===== src/rtl/mtc_pkg.sv =====
// Shared constants and types for the memory test controller.
package mtc_pkg;
    localparam int NUM_PAT = 4;   // pattern types visited per pass
    localparam int NUM_SUB = 3;   // sub-words per memory word

    typedef enum logic [1:0] {
        PAT_ZERO  = 2'd0,
        PAT_ONES  = 2'd1,
        PAT_CHECK = 2'd2,
        PAT_RAND  = 2'd3
    } pat_t;

    typedef enum logic [2:0] {
        ST_IDLE,
        ST_PICK,
        ST_FILL,
        ST_WRITE,
        ST_READ,
        ST_CMP,
        ST_HALT
    } state_t;
endpackage


===== src/rtl/mtc_patgen.sv =====
// Test word generator.
// Produces one word per step for the selected pattern type. Holds a 16-bit
// linear congruential state that can be saved and later rewound, plus a
// checker phase bit. Assumes save, rewind and step are never asserted in
// the same cycle.
module mtc_patgen
    import mtc_pkg::*;
#(
    parameter int SUB_W   = 16,
    parameter int TOP_W   = 4,
    parameter int LCG_MUL = 2053,
    parameter int LCG_INC = 13849,
    parameter int SEED    = 83
) (
    input  logic                     clk,
    input  logic                     rst_n,
    input  pat_t                     pat,
    input  logic                     save,
    input  logic                     rewind,
    input  logic                     step,
    output logic [2*SUB_W+TOP_W-1:0] word
);
    localparam int WORD_W = 2*SUB_W + TOP_W;
    localparam logic [SUB_W-1:0] MUL_C = SUB_W'(LCG_MUL);
    localparam logic [SUB_W-1:0] INC_C = SUB_W'(LCG_INC);
    localparam logic [SUB_W-1:0] SEED_C = SUB_W'(SEED);
    localparam logic [SUB_W-1:0] CHK_A = {(SUB_W/2){2'b10}};
    localparam logic [SUB_W-1:0] CHK_B = {(SUB_W/2){2'b01}};

    logic [SUB_W-1:0]  xa, xa_saved, x1, x2, x3, chk;
    logic              toggle;
    logic [WORD_W-1:0] next_word;

    function automatic logic [SUB_W-1:0] lcg_next(input logic [SUB_W-1:0] x);
        return x * MUL_C + INC_C;
    endfunction

    // Three chained generator steps feed one random word.
    always_comb begin
        x1  = lcg_next(xa);
        x2  = lcg_next(x1);
        x3  = lcg_next(x2);
        chk = toggle ? CHK_B : CHK_A;
    end

    // Select the word for the active pattern type.
    always_comb begin
        case (pat)
            PAT_ZERO:  next_word = '0;
            PAT_ONES:  next_word = '1;
            PAT_CHECK: next_word = {chk[TOP_W-1:0], chk, chk};
            default:   next_word = {x3[TOP_W-1:0], x2, x1};
        endcase
    end

    // Generator state: save, rewind or advance.
    always_ff @(posedge clk) begin
        if (!rst_n) begin
            xa       <= SEED_C;
            xa_saved <= SEED_C;
            toggle   <= 1'b0;
            word     <= '0;
        end else if (save) begin
            xa_saved <= xa;
            toggle   <= 1'b0;
        end else if (rewind) begin
            xa     <= xa_saved;
            toggle <= 1'b0;
        end else if (step) begin
            word <= next_word;
            if (pat == PAT_RAND)  xa     <= x3;
            if (pat == PAT_CHECK) toggle <= ~toggle;
        end
    end

    // the controller never requests a save and a replay together.
    p_save_rewind_excl_r3: assert property (@(posedge clk) disable iff (!rst_n)
        !(save && rewind));
endmodule


===== src/rtl/mtc_cmp.sv =====
// Masked sub-word comparator.
// Flags each sub-word whose checked bits differ between read and expected
// data. Purely combinational; assumes the read data is valid when used.
module mtc_cmp
    import mtc_pkg::*;
#(
    parameter int SUB_W = 16,
    parameter int TOP_W = 4
) (
    input  logic [2*SUB_W+TOP_W-1:0] rdata,
    input  logic [2*SUB_W+TOP_W-1:0] expect_w,
    input  logic [2*SUB_W+TOP_W-1:0] mask,
    output logic [NUM_SUB-1:0]       miss
);
    for (genvar g = 0; g < NUM_SUB; g++) begin : g_sub
        localparam int LO = g * SUB_W;
        localparam int W  = (g < NUM_SUB-1) ? SUB_W : TOP_W;
        // One reduction per sub-word slice.
        assign miss[g] = |((rdata[LO +: W] ^ expect_w[LO +: W]) & mask[LO +: W]);
    end
endmodule


===== src/rtl/memtest_ctrl.sv =====
// Two-phase memory test controller.
// Walks an address window once per enabled pattern, first writing and
// reading back, then replaying the generator for a read-only check. Assumes
// configuration is stable during a run, cfg_low <= cfg_high, and a memory
// with one cycle of read latency whose output holds until the next read.
module memtest_ctrl
    import mtc_pkg::*;
#(
    parameter int ADDR_W = 12,
    parameter int SUB_W  = 16,
    parameter int TOP_W  = 4,
    parameter int PASS_W = 8
) (
    input  logic                     clk,
    input  logic                     rst_n,
    input  logic                     start,
    input  logic                     resume,
    input  logic [ADDR_W-1:0]        cfg_low,
    input  logic [ADDR_W-1:0]        cfg_high,
    input  logic [2*SUB_W+TOP_W-1:0] cfg_mask,
    input  logic [NUM_PAT-1:0]       cfg_pat_en,
    input  logic                     cfg_addr_hold,
    input  logic                     cfg_regen,
    input  logic                     cfg_short_loop,
    input  logic [PASS_W-1:0]        cfg_max_pass,
    output logic [ADDR_W-1:0]        mem_addr,
    output logic [2*SUB_W+TOP_W-1:0] mem_wdata,
    output logic                     mem_we,
    output logic                     mem_re,
    input  logic [2*SUB_W+TOP_W-1:0] mem_rdata,
    output logic [2*NUM_SUB-1:0]     err_flags,
    output logic [ADDR_W-1:0]        err_addr,
    output logic                     halted,
    output logic                     done
);
    localparam int IDX_W = $clog2(NUM_PAT + 1);
    localparam logic [IDX_W-1:0] IDX_END = IDX_W'(NUM_PAT);

    state_t              state;
    logic                phase;
    logic [IDX_W-1:0]    pat_idx;
    logic [PASS_W-1:0]   pass_cnt;
    logic [ADDR_W-1:0]   addr;
    logic [NUM_SUB-1:0]  miss;
    logic [ADDR_W:0]     addr_nx;
    logic                at_end, advance, pick_now, pass_last;
    logic                gen_save, gen_rewind, gen_step;

    mtc_patgen #(.SUB_W(SUB_W), .TOP_W(TOP_W)) i_gen (
        .clk    (clk),
        .rst_n  (rst_n),
        .pat    (pat_t'(pat_idx[1:0])),
        .save   (gen_save),
        .rewind (gen_rewind),
        .step   (gen_step),
        .word   (mem_wdata)
    );

    mtc_cmp #(.SUB_W(SUB_W), .TOP_W(TOP_W)) i_cmp (
        .rdata    (mem_rdata),
        .expect_w (mem_wdata),
        .mask     (cfg_mask),
        .miss     (miss)
    );

    // Step decisions shared by the sequencer and the generator controls.
    always_comb begin
        addr_nx    = {1'b0, addr} + {{ADDR_W{1'b0}}, ~cfg_addr_hold};
        at_end     = addr_nx > {1'b0, cfg_high};
        advance    = (state == ST_CMP && !cfg_short_loop && miss == '0) ||
                     (state == ST_HALT && resume);
        pick_now   = state == ST_PICK && pat_idx != IDX_END && cfg_pat_en[pat_idx[1:0]];
        pass_last  = ({1'b0, pass_cnt} + 1'b1) > {1'b0, cfg_max_pass};
        gen_save   = pick_now;
        gen_rewind = advance && at_end && !phase;
        gen_step   = state == ST_FILL;
    end

    assign mem_addr = addr;
    assign mem_we   = state == ST_WRITE;
    assign mem_re   = state == ST_READ;
    assign halted   = state == ST_HALT;

    // Main sequencer: pattern choice, phase walk, compare and halt.
    always_ff @(posedge clk) begin
        if (!rst_n) begin
            state     <= ST_IDLE;
            phase     <= 1'b0;
            pat_idx   <= '0;
            pass_cnt  <= '0;
            addr      <= '0;
            err_flags <= '0;
            err_addr  <= '0;
            done      <= 1'b0;
        end else begin
            done <= 1'b0;
            case (state)
                ST_IDLE: if (start) begin
                    pat_idx   <= '0;
                    pass_cnt  <= '0;
                    err_flags <= '0;
                    state     <= ST_PICK;
                end
                ST_PICK: begin
                    if (pat_idx == IDX_END) begin
                        pat_idx <= '0;
                        if (pass_last) begin
                            pass_cnt <= '0;
                            done     <= 1'b1;
                            state    <= ST_IDLE;
                        end else begin
                            pass_cnt <= pass_cnt + 1'b1;
                        end
                    end else if (pick_now) begin
                        addr  <= cfg_low;
                        phase <= 1'b0;
                        state <= ST_FILL;
                    end else begin
                        pat_idx <= pat_idx + 1'b1;
                    end
                end
                ST_FILL:  state <= phase ? ST_READ : ST_WRITE;
                ST_WRITE: state <= ST_READ;
                ST_READ:  state <= ST_CMP;
                ST_CMP: begin
                    err_flags <= phase ? {miss, {NUM_SUB{1'b0}}} : {{NUM_SUB{1'b0}}, miss};
                    if (miss != '0) err_addr <= addr;
                    if (cfg_short_loop)  state <= phase ? ST_READ : ST_WRITE;
                    else if (miss != '0) state <= ST_HALT;
                end
                default: ;
            endcase
            if (advance) begin
                if (at_end) begin
                    addr <= cfg_low;
                    if (!phase) begin
                        phase <= 1'b1;
                        state <= ST_FILL;
                    end else begin
                        pat_idx <= pat_idx + 1'b1;
                        state   <= ST_PICK;
                    end
                end else begin
                    addr <= addr_nx[ADDR_W-1:0];
                    if (cfg_regen) state <= ST_FILL;
                    else           state <= phase ? ST_READ : ST_WRITE;
                end
            end
        end
    end

    // the two strobes never overlap.
    p_strobe_excl_r13: assert property (@(posedge clk) disable iff (!rst_n)
        !(mem_we && mem_re));
    // every access stays inside the configured window (R12 end bound).
    p_in_window_r13: assert property (@(posedge clk) disable iff (!rst_n)
        (mem_we || mem_re) |-> (mem_addr >= cfg_low && mem_addr <= cfg_high));
    // a write is followed by a read of the same address.
    p_write_then_read_r2: assert property (@(posedge clk) disable iff (!rst_n)
        mem_we |=> (mem_re && $stable(mem_addr)));
    // the replay phase never writes.
    p_replay_no_write_r3: assert property (@(posedge clk) disable iff (!rst_n)
        phase |-> !mem_we);
    // a halt holds its report until resume.
    p_halt_holds_r7: assert property (@(posedge clk) disable iff (!rst_n)
        (halted && !resume) |=> (halted && $stable(err_addr) && $stable(err_flags)));
    // flags of only one phase are ever raised together.
    p_one_phase_r7: assert property (@(posedge clk) disable iff (!rst_n)
        (err_flags[NUM_SUB-1:0] != '0) |-> (err_flags[2*NUM_SUB-1:NUM_SUB] == '0));
    // done lasts a single cycle.
    p_done_pulse_r11: assert property (@(posedge clk) disable iff (!rst_n)
        done |=> !done);
endmodule


===== config.mk =====
export PLATFORM = sky130hd
export DESIGN_NAME = memtest_ctrl
export DESIGN_NICKNAME = d
export VERILOG_FILES = /design/src/rtl/mtc_pkg.sv /design/src/rtl/mtc_patgen.sv /design/src/rtl/mtc_cmp.sv /design/src/rtl/memtest_ctrl.sv
export SDC_FILE = /design/constraint.sdc
export NUM_CORES = 1
export LEC_CHECK = 0
export ABC_AREA = 1
export BUFFER_PORTS_ARGS = -buffer_cell sky130_fd_sc_hd__buf_2
export CORE_UTILIZATION = 58
export CTS_CLUSTER_DIAMETER = 200
export DETAILED_ROUTE_END_ITERATION = 10
export GPL_ROUTABILITY_DRIVEN = 0
export PLACE_DENSITY = 0.82
export SYNTH_ARGS = -nofsm -noshare
export SYNTH_HDL_FRONTEND = slang
export SYNTH_SLANG_ARGS = --single-unit
export TNS_END_PERCENT = 50

===== constraint.sdc =====
create_clock -name clk -period 10 [get_ports clk]
set_clock_uncertainty 0.1 [all_clocks]
set_input_delay 1.5 -clock clk [delete_from_list [all_inputs] [get_ports clk]]
set_output_delay 1.5 -clock clk [all_outputs]
set_load 0.01 [all_outputs]

## After elaboration in Yosys (flattened, before gate mapping)

Cells that the tools add are included.

| word-level totals | value |
|---|---|
| memories kept | 0 |
| bits in latches | 0 |
| input port bits | 115 |
| RAM bits | 0 |
| register bits | 115 |
| output and inout port bits | 70 |
| ROM bits | 0 |

| operators by class | value |
|---|---|
| reductions and logical operators | 34 |
| mux-type cells | 45 |
| magnitude comparators | 3 |
| equal/unequal tests | 18 |
| $mul | 3 |
| shift operators | 0 |
| bitwise logic cells | 11 |
| divide/modulo/power cells | 0 |
| add/sub/neg operators | 7 |

Operators by type and width:

| kind | number |
|---|---|
| one-hot mux 36 bit (3 select lines) | 1 |
| two-way mux 16 bit | 4 |
| two-way mux 12 bit | 5 |
| adder 16 x 14 -> 16 bit, second input constant | 3 |
| multiplier 16 x 12 -> 16 bit, second input constant | 3 |
| two-way mux 3 bit | 16 |
| bitwise AND 16 bit | 2 |
| OR reduction 16 bit | 2 |
| bitwise XOR 16 bit | 2 |
| two-way mux 8 bit | 3 |
| one-hot mux 3 bit (6 select lines) | 1 |
| one-hot mux 8 bit (2 select lines) | 1 |
| AND reduction 3 bit | 5 |
| adder 12 x 1 -> 13 bit | 1 |
| greater-than comparator 13 x 12 -> 1 bit | 1 |
| == test 3 bit, second input constant | 4 |
| two-way mux 6 bit | 2 |
| one-hot mux 6 bit (2 select lines) | 1 |
| nonzero test 2 bit | 6 |
| adder 8 x 1 -> 9 bit, second input constant | 1 |
| greater-than comparator 9 x 8 -> 1 bit | 1 |
| adder 8 x 1 -> 8 bit, second input constant | 1 |
| two-way mux 1 bit | 8 |
| != test 4 x 3 -> 1 bit, second input constant | 2 |
| 27 further kinds | 45 |

## Depth between registers and ports, before layout

Gate-level depths: netlist of the first run.

| logic depth | value |
|---|---|
| depth in word-level cells | 10 |
| gate-level depth with buffers | 50 |
| mapped depth without buffers | 50 |

## Hierarchy

A second synthesis of the first run with hierarchy kept.

| unflattened totals | value |
|---|---|
| cells, all modules | 1,587 |
| area total of the unflattened synthesis | 10,722.8 um^2 |

By module, submodules not included:

| module | instances | cells an instance | sequential area each (um^2) | area an instance (um^2) |
|---|---|---|---|---|
| mtc_patgen | 1 | 905 | 1,361.3 | 6,770.2 |
| memtest_ctrl | 1 | 501 | 920.9 | 3,238.1 |
| mtc_cmp | 1 | 181 | 0.0 | 714.4 |

## Least setup slack after synthesis of the first run

OpenSTA, ideal clock, no wires.

| path | value |
|---|---|
| path kind | register to register |
| start point | register i_gen.xa[0] |
| end point | register i_gen.xa[15] |
| stages on the path, launching flop included | 48 |
| path slack | 1,508 ps |
| setup time | 132 ps |
| arrival | 8,260 ps |
| clock period less this slack | 8,492 ps |
| path buffers | 0 |
| cells stage by stage | dfxtp_1 ha_1 fa_1 ha_1 xor2_1 ha_1 ha_1 inv_1 o21ai_0 a21oi_1 o21ai_0 xor2_1 ha_1 inv_1 fa_1 inv_1 ha_1 inv_1 (+12 left out) ha_1 ha_1 inv_1 fa_1 inv_1 ha_1 nand2_1 nor2_1 nand2_1 o2111ai_1 xor2_1 inv_1 nand3_1 nand2_1 nand2_1 nand3_1 nand2_1 a21oi_1 |

| on the way | value |
|---|---|
| longest elaborated chain between the ends | 9 |

RTL lines:

| what | line | text |
|---|---|---|
| from (decl) | mtc_patgen.sv:30 | `logic [SUB_W-1:0] xa, xa_saved, x1, x2, x3, chk;` |
| from (signal assigned) | mtc_patgen.sv:67 | `xa <= xa_saved;` |
| multiplier 16 x 12 -> 16 bit | mtc_patgen.sv:35 | `return x * MUL_C + INC_C;` |
| adder 16 x 14 -> 16 bit | mtc_patgen.sv:35 |  |
| multiplier 16 x 12 -> 16 bit | mtc_patgen.sv:35 |  |
| adder 16 x 14 -> 16 bit | mtc_patgen.sv:35 |  |
| multiplier 16 x 12 -> 16 bit | mtc_patgen.sv:35 |  |
| adder 16 x 14 -> 16 bit | mtc_patgen.sv:35 |  |
| two-way mux 16 bit | mtc_patgen.sv:71 | `if (pat == PAT_RAND) xa <= x3;` |
| two-way mux 16 bit | mtc_patgen.sv:69 | `end else if (step) begin` |
| two-way mux 16 bit | mtc_patgen.sv:66 | `end else if (rewind) begin` |

Every way passes these cells. The select of a mux whose other input is x is not followed.
A chain may end at the register's enable or synchronous reset.

## Worst setup path after layout of the first run

Ends and elaborated chain as after synthesis.

==> results of run 1 <==
cell usage in the layout (no fill, tap or decap), drive strengths merged:
master / synthesis / layout
fa: 23 / 23
nand2: 323 / 323
buf: 10 / 189
nor3: 18 / 18
clkinv: 2 / 6
and3: 3 / 3
nand3: 106 / 106
dfxtp: 114 / 114
nand4: 15 / 15
o21a: 1 / 1
a21oi: 85 / 85
xnor2: 16 / 16
a31oi: 17 / 17
ha: 171 / 171
inv: 237 / 242
o211ai: 28 / 28
o221ai: 1 / 1
xor2: 45 / 45
o21bai: 5 / 5
nor2: 103 / 103
o2111ai: 4 / 4
nand3b: 3 / 3
a211oi: 5 / 5
o22ai: 2 / 2
clkbuf: 23 / 19
bufinv: 0 / 4
nor4: 4 / 4
o21ai: 98 / 98
a21boi: 1 / 1
a21o: 7 / 7
or2: 38 / 38
per-layer routing:
| layer | wire length, um | vias to the layer above | part of all wire, % |
|---|---|---|---|
| met2 | 13800 | 427 | 48 |
| met4 | 1120 | 0 | 3.9 |
| met5 | 0 | - | 0 |
| met1 | 12200 | 4894 | 42 |
| met3 | 1790 | 79 | 6.2 |
| li1 | - | 5303 | - |
report_power, final:
| part | switching [W] | internal (W) |
|---|---|---|
| clock | 0.000242 | 0.000435 |
| sequential | 0.0000977 | 0.000547 |
| combinational | 0.00173 | 0.00106 |
timing repair:
action / 4_1_cts / 5_1_grt
endpoints found under the setup margin: 0 / 1
setup buffers: 0 / 0
resized for setup: 0 / 1
kinds of logic (layout without fill, tap and decap cells):
| logic type | count (synthesis) | in the layout |
|---|---|---|
| AND/OR/NAND/NOR | 613 | 613 |
| buffers and inverters | 272 | 460 |
| AO/OA/AOI/OAI | 254 | 254 |
| adder cells (fa/ha/maj) | 194 | 194 |
| flip-flops | 114 | 114 |
| XOR/XNOR | 61 | 61 |
path summary, 6_finish.rpt:
path / startpoint / slack, ns / to
setup / recovery: i_gen.xa[0] / 0.64 / i_gen.xa[15]
hold reg to reg: i_gen.xa_saved[8] / 0.37 / i_gen.xa_saved[8]
hold / removal: i_gen.xa_saved[8] / 0.37 / i_gen.xa_saved[8]
setup reg to reg: i_gen.xa[0] / 0.64 / i_gen.xa[15]
through the flow:
step / hold slack (ns) / cells / utilization (%) / power, W
after detailed placement: 0.352 / 1893 / 65.2 / 0.00333
final: 0.368 / 1925 / 68.8 / 0.00411
after floorplan: 0.325 / 1508 / - / 0.00263
after CTS: 0.362 / 1925 / 68.8 / 0.00405
after global routing: 0.386 / 1925 / 68.8 / 0.00448
after global placement: 0.339 / 1893 / 65.2 / 0.00323
Yosys cell counts, drive strengths merged (2+ instances only):
library cell	n	area [um^2]
o21ai	98	490
o2111ai	4	35.0
a211oi	5	37.5
inv	237	890
or2	38	238
nor3	18	100
a21oi	85	425
a21o	7	52.6
xnor2	16	140
ha	171	2140
o211ai	28	210
nor4	4	25.0
o22ai	2	12.5
clkbuf	23	87.6
a31oi	17	106
clkinv	2	7.51
buf	10	66.3
and3	3	18.8
nand4	15	100
fa	23	460
xor2	45	394
dfxtp	114	2280
nor2	103	394
o21bai	5	37.5
nand2	323	1230
nand3	106	543
nand3b	3	22.5
final cells by class:
class	count	area share, %
Inverter	239	7.28
Sequential cell	114	18.5
Tap cell	229	2.33
Timing Repair Buffer	189	7.78
Clock inverter	13	1.58
Clock buffer	19	3.68
Multi-Input combinational cell	1122	58.8
registers in the layout (all words and copies together) (netlist names):
register and flops:
done 1, phase 1, err_flags 6, mem_addr 12, i_gen.word 35, pass_cnt 8
pat_idx 3, err_addr 12, i_gen.toggle 1, state 3, i_gen.xa_saved 16, i_gen.xa 16
worst register-to-register path, delay by kind of cell, from the launching register on:
| kind | cells | cell delay [ns] |
|---|---|---|
| flops | 1 | 0.44 |
| xor+xnor | 4 | 0.91 |
| buf+inv | 8 | 0.41 |
| compound gates | 5 | 0.78 |
| simple gates | 16 | 1.50 |
| fa+ha+maj | 15 | 5.09 |
==> results.json, run 1 <==
{
  "worst_slack_ns": 0.642,
  "grtUsageMet3_pct": 5.81,
  "worst_setup_path_start_kind": "register",
  "whs_path_depth": 2,
  "final-setup-viol-count": 0,
  "start_util_pct": 59.1,
  "grt_use_met2_pct": 53.0,
  "outcome": "completed",
  "timing.fmax_ghz": 0.107,
  "fin_crit_ns": 9.36,
  "dieHeight_um": 137,
  "synth_edf_count": 0,
  "htree_levels": 4,
  "insertion_delay_ns": 0.43,
  "hold_buffers": 0,
  "synth_xor_area_share_pct": 5.05,
  "pre_cts_slack_ns": 0.685,
  "synthArstFlopShare_pct": 0,
  "stdcell_area_mm2": 0.0123,
  "cp.depth": 48,
  "yosysSeqAreaShare_pct": 21.6,
  "synth-simple-area-share_pct": 25.3,
  "end_kind": "register",
  "arrival_ns": 9.54,
  "cts_tree": "done",
  "slowest_delay_ns": 0.54,
  "rsz0062_at_grt": "false",
  "rows": 49,
  "drc": 0,
  "crit_buf_inv": 8,
  "synth.mux.area_fraction_pct": 0,
  "synth_top_family_by_area": "simple AND/OR/NAND/NOR gates",
  "portBuffers": 184,
  "clockBufferDepth": 2,
  "slew_viol_final": 0,
  "grt_pass1_vias": 9826,
  "reg2reg_depth": 48,
  "dpl.hpwl_um": 22600,
  "grt_max_degree": 89,
  "numCtsBuffers": 17,
  "grt_use_total_pct": 31.1,
  "cts_sinks": 114,
  "cts_root_buf": "clkbuf_16",
  "gr-max-usage-layer": "met2",
  "area_growth_syn_to_layout_pct": 16.5,
  "drt_wl_total_um": 28900,
  "multi_input_area_mm2": 0.00725,
  "fin_crit_sh_pct": 93.6,
  "relSlewSlack_pct": 44.3,
  "crit_type": "register to register",
  "antenna_cells": 0,
  "die_x_um": 137,
  "ir_drop_mv": 0.375,
  "grt_use_met1_pct": 37.7,
  "dr_total_vias": 10700,
  "finalHoldViolations": 0,
  "critPathTopFamily": "adder cells",
  "n_fill_cell": 1446,
  "wl_per_cell_um": 15.0,
  "vias_per_cell": 5.56,
  "powerDensity_mw_per_mm2": 334,
  "overflow": 0,
  "ys_types": 43,
  "dr.pass1.iters": 6,
  "synth_compound_area_share_pct": 13.5,
  "core-area_mm2": 0.0179,
  "die_area_mm2": 0.0188,
  "final_nets": 1992,
  "clk_pin_slew_ns": 0.06,
  "cpMostUsedCell": "ha_1",
  "regArea_mm2": 0.00228,
  "postRouteAntennaNets": 0,
  "layout-drive-gt1-share_pct": 14.9,
  "antenna_found_initial": 0,
  "worst_slew_pin_slew_ns": 0.830,
  "ys_ff_latch": 114,
  "crit_required_ns": 10.18,
  "yosys_warnings": 0,
  "synth_area_mm2": 0.0106,
  "synthesis.nets": 1817,
  "crit_path_top_delay_cell": "fa_1",
  "hold_path.class": "register to register",
  "synthFlopType": "dfxtp_1",
  "synth_fa_ha_area_share_pct": 24.6,
  "io_pins": 185,
  "syn_area_per_cell_um2": 7.01,
  "drt_iter0_drc": 620,
  "tns_ns": 0,
  "p_leak_nw": 6.69,
  "grt_pass1_wl_um": 45500,
  "cp_max_fo": 11,
  "dpl_cell_area_mm2": 0.0117,
  "syn_inst": 1508,
  "cap_violations": 0
}
Power figures use the tool's default switching activity.
==> run 2, diff against run 1 <==
--- a/config.mk
+++ b/config.mk
@@ -7,6 +7,7 @@
 export LEC_CHECK = 0
 export ABC_AREA = 1
 export BUFFER_PORTS_ARGS = -buffer_cell sky130_fd_sc_hd__buf_2
+export CORE_MARGIN = 2
 export CORE_UTILIZATION = 58
 export CTS_CLUSTER_DIAMETER = 200
 export DETAILED_ROUTE_END_ITERATION = 10
==> results.json, run 2 (synthesis results as in run 1) <==
{
  "die_area_mm2": 0.0193,
  "grt_use_total_pct": 28.7,
  "core-area_mm2": 0.0179,
  "portBuffers": 184,
  "final-setup-viol-count": 0,
  "seq_power_share_pct": 15.9,
  "cap_violations": 0,
  "swShare_pct": 50.4,
  "hold_path.class": "register to register",
  "n_fill_cell": 1452,
  "rows": 49,
  "cts_sinks": 114,
  "clockBufferDepth": 2,
  "worst_slew_pin_slew_ns": 0.893,
  "relSlewSlack_pct": 40.1,
  "antenna_cells": 0,
  "crit_buf_inv": 8,
  "layout-drive-gt1-share_pct": 14.9,
  "grt_pass1_wl_um": 46000,
  "cts_tree": "done",
  "dr.pass1.iters": 5,
  "post_cts_buffers": 0,
  "dieHeight_um": 139,
  "outcome": "completed",
  "fin_crit_ns": 9.41,
  "worst_slack_ns": 0.586,
  "powerDensity_mw_per_mm2": 328,
  "dpl_cell_area_mm2": 0.0117,
  "postRouteAntennaNets": 0,
  "crit_required_ns": 10.18,
  "io_pins": 185,
  "p_clk_share_pct": 16.0,
  "p_sw_w": 0.00203,
  "cpMostUsedCell": "ha_1",
  "pre_cts_slack_ns": 0.757,
  "numCtsBuffers": 17,
  "htree_levels": 4,
  "end_kind": "register",
  "dr_total_vias": 10600,
  "area_growth_syn_to_layout_pct": 16.3,
  "dpl.hpwl_um": 22200,
  "layout_common_cells": "318 x nand2_1, 231 x inv_1, 184 x buf_2",
  "fin_total_pwr_w": 0.00403,
  "tns_ns": 0,
  "start_util_pct": 59.1,
  "drt_wl_total_um": 28200,
  "largest_reg_flops": 35,
  "worst_setup_path_start_kind": "register",
  "critPathTopFamily": "adder cells",
  "largestRegisters": "i_gen.word (35), i_gen.xa (16), i_gen.xa_saved (16)",
  "insertion_delay_ns": 0.42,
  "slew_viol_final": 0,
  "ir_drop_mv": 0.517,
  "drc": 0,
  "finalHoldViolations": 0,
  "vias_per_cell": 5.52,
  "die_x_um": 139,
  "drt_iter0_drc": 721,
  "antenna_found_initial": 0,
  "grt_pass1_vias": 9809,
  "overflow": 0,
  "p_leak_nw": 6.66,
  "cp_max_fo": 11,
  "cts_root_buf": "clkbuf_16",
  "hold_buffers": 0,
  "mostFrequentLayoutCell": "nand2_1",
  "slowest_delay_ns": 0.53,
  "grt_max_degree": 89,
  "crit_type": "register to register",
  "stdcell_area_mm2": 0.0123,
  "rsz0062_at_grt": "false",
  "reg2reg_slack_ns": 0.59,
  "wl_per_cell_um": 14.7,
  "power.share.combinational_pct": 68.1,
  "final_nets": 1992,
  "timing.fmax_ghz": 0.106,
  "fin_crit_sh_pct": 94.1,
  "crit_path_top_delay_cell": "fa_1",
  "regMostFlops": "i_gen.word",
  "p_int_w": 0.00200,
  "arrival_ns": 9.59,
  "clk_pin_slew_ns": 0.06
}
[run 2: worst register-to-register path: cells and delay by family, from the launching register on]
family                   cells  cell delay (ns)
AO/OA/AOI/OAI                5             0.77
XOR/XNOR                     4             0.94
adder cells (fa/ha/maj)     15             5.08
buffers and inverters        8             0.40
flip-flops                   1             0.43
AND/OR/NAND/NOR             16             1.59
[run 2: metrics by stage]
step	utilization (%)	cells	hold slack, ns
after CTS	68.7	1925	0.358
final	68.7	1925	0.356
after global placement	65.2	1893	0.340
after floorplan	-	1508	0.325
after detailed placement	65.2	1893	0.348
after global routing	68.7	1925	0.383
[run 2: cell type report]
| cell class | instances | area (um^2) | share of cell area (%) |
|---|---|---|---|
| clock inverter | 13 | 173 | 1.40 |
| timing repair buffer | 189 | 958 | 7.79 |
| clock buffer | 19 | 453 | 3.68 |
| sequential | 114 | 2280 | 18.6 |
| inverter | 239 | 897 | 7.30 |
| tap | 229 | 287 | 2.33 |
| multi-input combinational | 1122 | 7250 | 58.9 |
[run 2: path summary, 6_finish.rpt]
path / from / to / depth (start not counted)
worst max-delay path: i_gen.xa[0] / i_gen.xa[15] / 48
worst min-delay path: i_gen.xa_saved[9] / i_gen.xa_saved[9] / 2
worst max register to register: i_gen.xa[0] / i_gen.xa[15] / 48
worst min register to register: i_gen.xa_saved[9] / i_gen.xa_saved[9] / 2
[run 2: what timing repair did]
action                                  4_1_cts  5_1_grt
endpoints found under the setup margin        0        1
hold endpoints to repair                      0        0
gates resized for setup                       0        1
[run 2: layer usage]
metal / track usage, % / routed length, um / share of wire, %
met3: 4.59 / 1810 / 6.4
met4: 9.46 / 792 / 2.8
met1: 36.0 / 11900 / 42
met5: 0 / 0 / 0
met2: 50.5 / 13700 / 48
[run 2: power groups by stage]
stage | Combinational, W | Sequential (W) | Clock [W]
after floorplan | 0.00198 | 0.000651 | 0
after global placement | 0.00259 | 0.000645 | 0
after detailed placement | 0.00265 | 0.000646 | 0
after CTS | 0.00268 | 0.000640 | 0.000646
after global routing | 0.00307 | 0.000654 | 0.000666
final | 0.00274 | 0.000642 | 0.000645
==> run 3, diff against run 2 <==
--- a/config.mk
+++ b/config.mk
@@ -8,11 +8,11 @@
 export ABC_AREA = 1
 export BUFFER_PORTS_ARGS = -buffer_cell sky130_fd_sc_hd__buf_2
 export CORE_MARGIN = 2
-export CORE_UTILIZATION = 58
+export CORE_UTILIZATION = 52
 export CTS_CLUSTER_DIAMETER = 200
 export DETAILED_ROUTE_END_ITERATION = 10
 export GPL_ROUTABILITY_DRIVEN = 0
-export PLACE_DENSITY = 0.82
+export PLACE_DENSITY = 0.78
 export SYNTH_ARGS = -nofsm -noshare
 export SYNTH_HDL_FRONTEND = slang
 export SYNTH_SLANG_ARGS = --single-unit
==> constraint.sdc (replaced) <==
create_clock -name clk -period 7.6 [get_ports clk]
set_clock_uncertainty 0.1 [all_clocks]
set_input_delay 1.14 -clock clk [delete_from_list [all_inputs] [get_ports clk]]
set_output_delay 1.14 -clock clk [all_outputs]
set_load 0.01 [all_outputs]
==> results.json, run 3 (synthesis results as in run 1) <==
{
  "outcome": "complete, but fails checks",
  "violations": "negative setup slack",
  "critPathTopFamily": "adder cells",
  "antenna_found_initial": 0,
  "layout_common_cells": "305 x nand2_1, 216 x inv_1, 184 x buf_2",
  "regMostFlops": "i_gen.word",
  "reg2reg_depth": 47,
  "p_leak_nw": 7.38,
  "overflow": 0,
  "dr.pass1.iters": 6,
  "portBuffers": 184,
  "dr_total_vias": 11600,
  "stdcell_area_mm2": 0.0140,
  "arrival_ns": 8.75,
  "crit_path_top_delay_cell": "fa_1",
  "mostFrequentLayoutCell": "nand2_1",
  "pre_cts_slack_ns": -0.703,
  "grt_max_degree": 89,
  "final-setup-viol-count": 5,
  "hold_path.startpoint": "i_gen.xa_saved[2]",
  "end_kind": "register",
  "vias_per_cell": 5.52,
  "finalHoldViolations": 0,
  "rows": 52,
  "crit_buf_inv": 7,
  "cts_sinks": 114,
  "fin_crit_sh_pct": 112,
  "grt_use_total_pct": 29.6,
  "slew_viol_final": 0,
  "die_area_mm2": 0.0215,
  "hold_path.class": "register to register",
  "timing.fmax_ghz": 0.117,
  "ir_drop_mv": 0.684,
  "cts_root_buf": "clkbuf_16",
  "grt_pass1_wl_um": 51800,
  "insertion_delay_ns": 0.43,
  "numCtsBuffers": 17,
  "worst_slack_ns": -0.928,
  "min_to": "i_gen.xa_saved[2]",
  "io_pins": 185,
  "largest_reg_flops": 35,
  "fin_total_pwr_w": 0.00735,
  "core-area_mm2": 0.0201,
  "worst_setup_path_start_kind": "register",
  "clk_pin_slew_ns": 0.06,
  "cap_violations": 0,
  "htree_levels": 4,
  "whs_path_depth": 2,
  "dieHeight_um": 147,
  "drt_iter0_drc": 856,
  "relSlewSlack_pct": 39.5,
  "cpMostUsedCell": "ha_4",
  "reg2reg_slack_ns": -0.93,
  "drt_wl_total_um": 33900,
  "postRouteAntennaNets": 0,
  "grt_pass1_vias": 11000,
  "start_util_pct": 52.6,
  "final_nets": 2124,
  "slowest_delay_ns": 0.53,
  "rsz0062_at_grt": "true",
  "cts_tree": "done",
  "worst_slew_pin_slew_ns": 0.902,
  "largestRegisters": "i_gen.word (35), i_gen.xa (16), i_gen.xa_saved (16)",
  "dpl.hpwl_um": 24100,
  "antenna_cells": 0,
  "layout-drive-gt1-share_pct": 26.3,
  "drc": 0,
  "hold_buffers": 0,
  "powerDensity_mw_per_mm2": 525,
  "dpl_cell_area_mm2": 0.0126,
  "area_growth_syn_to_layout_pct": 32.2,
  "fin_crit_ns": 8.53,
  "clockBufferDepth": 2,
  "crit_type": "register to register",
  "n_fill_cell": 1492,
  "die_x_um": 147,
  "holdWs_ns": 0.356,
  "r2r_end": "i_gen.xa[15]",
  "crit_required_ns": 7.82,
  "cp_max_fo": 4,
  "wl_per_cell_um": 16.1,
  "r2r_start": "i_gen.xa[0]"
}
run 3: worst reg2reg max path: cells and delay by family, from the launching register on:
kind	cells	cell delay [ns]
flip-flops	1	0.35
XOR/XNOR	4	0.86
adder cells (fa/ha/maj)	15	4.53
AND/OR/NAND/NOR	16	1.41
buffers and inverters	7	0.37
AO/OA/AOI/OAI	5	0.79
run 3: timing repair:
action | in CTS | in global routing
pin swaps | 45 | 56
endpoints found under the setup margin | 5 | 8
buffers inserted | 33 | 7
resized for setup | 42 | 59
gates cloned | 0 | 0
run 3: power by group:
part / switching [W] / total (W) / internal, W / leakage, nW
clock network: 0.000316 / 0.000831 / 0.000515 / 0.296
logic: 0.00307 / 0.00568 / 0.00261 / 6.16
registers: 0.000122 / 0.000841 / 0.000719 / 0.928
run 3: area by class of cell:
type	instances	area [um^2]	area share, %
inverter	239	902	6.45
clock buffer	19	464	3.32
sequential	114	2290	16.4
clock inverter	13	146	1.05
timing repair buffer	321	1960	14.0
tap	270	338	2.42
multi-input combinational	1122	7890	56.4
run 3: per-layer routing:
metal | wire (um) | global-route usage, % | up-vias
met3 | 2310 | 4.69 | 159
met1 | 13200 | 35.1 | 5318
met5 | 0 | 0 | -
met4 | 2020 | 15.0 | 0
li1 | - | - | 5562
met2 | 16400 | 51.7 | 547
run 3: per-stage QoR:
step                instances  utilization [%]  setup TNS [ns]
detailed placement       2032             62.6           -2.22
finish                   2098             69.6           -3.00
CTS                      2097             68.0           -2.08
global route             2098             69.6           -4.89
floorplan                1508                -          -0.288
global placement         2032             62.6           -1.16
run 3: worst max-delay path by stage:
stage | startpoint | endpoint | slack (ns) | cells after the start
after CTS | i_gen.xa[0] | i_gen.xa[15] | -0.61 | 47
after floorplan | i_gen.xa[0] | i_gen.xa[15] | -0.29 | 48
after global routing | i_gen.xa[0] | i_gen.xa[15] | -1.25 | 48
final | i_gen.xa[0] | i_gen.xa[15] | -0.93 | 47
after global placement | i_gen.xa[6] | i_gen.xa[15] | -0.46 | 42
after detailed placement | i_gen.xa[0] | i_gen.xa[15] | -0.70 | 49
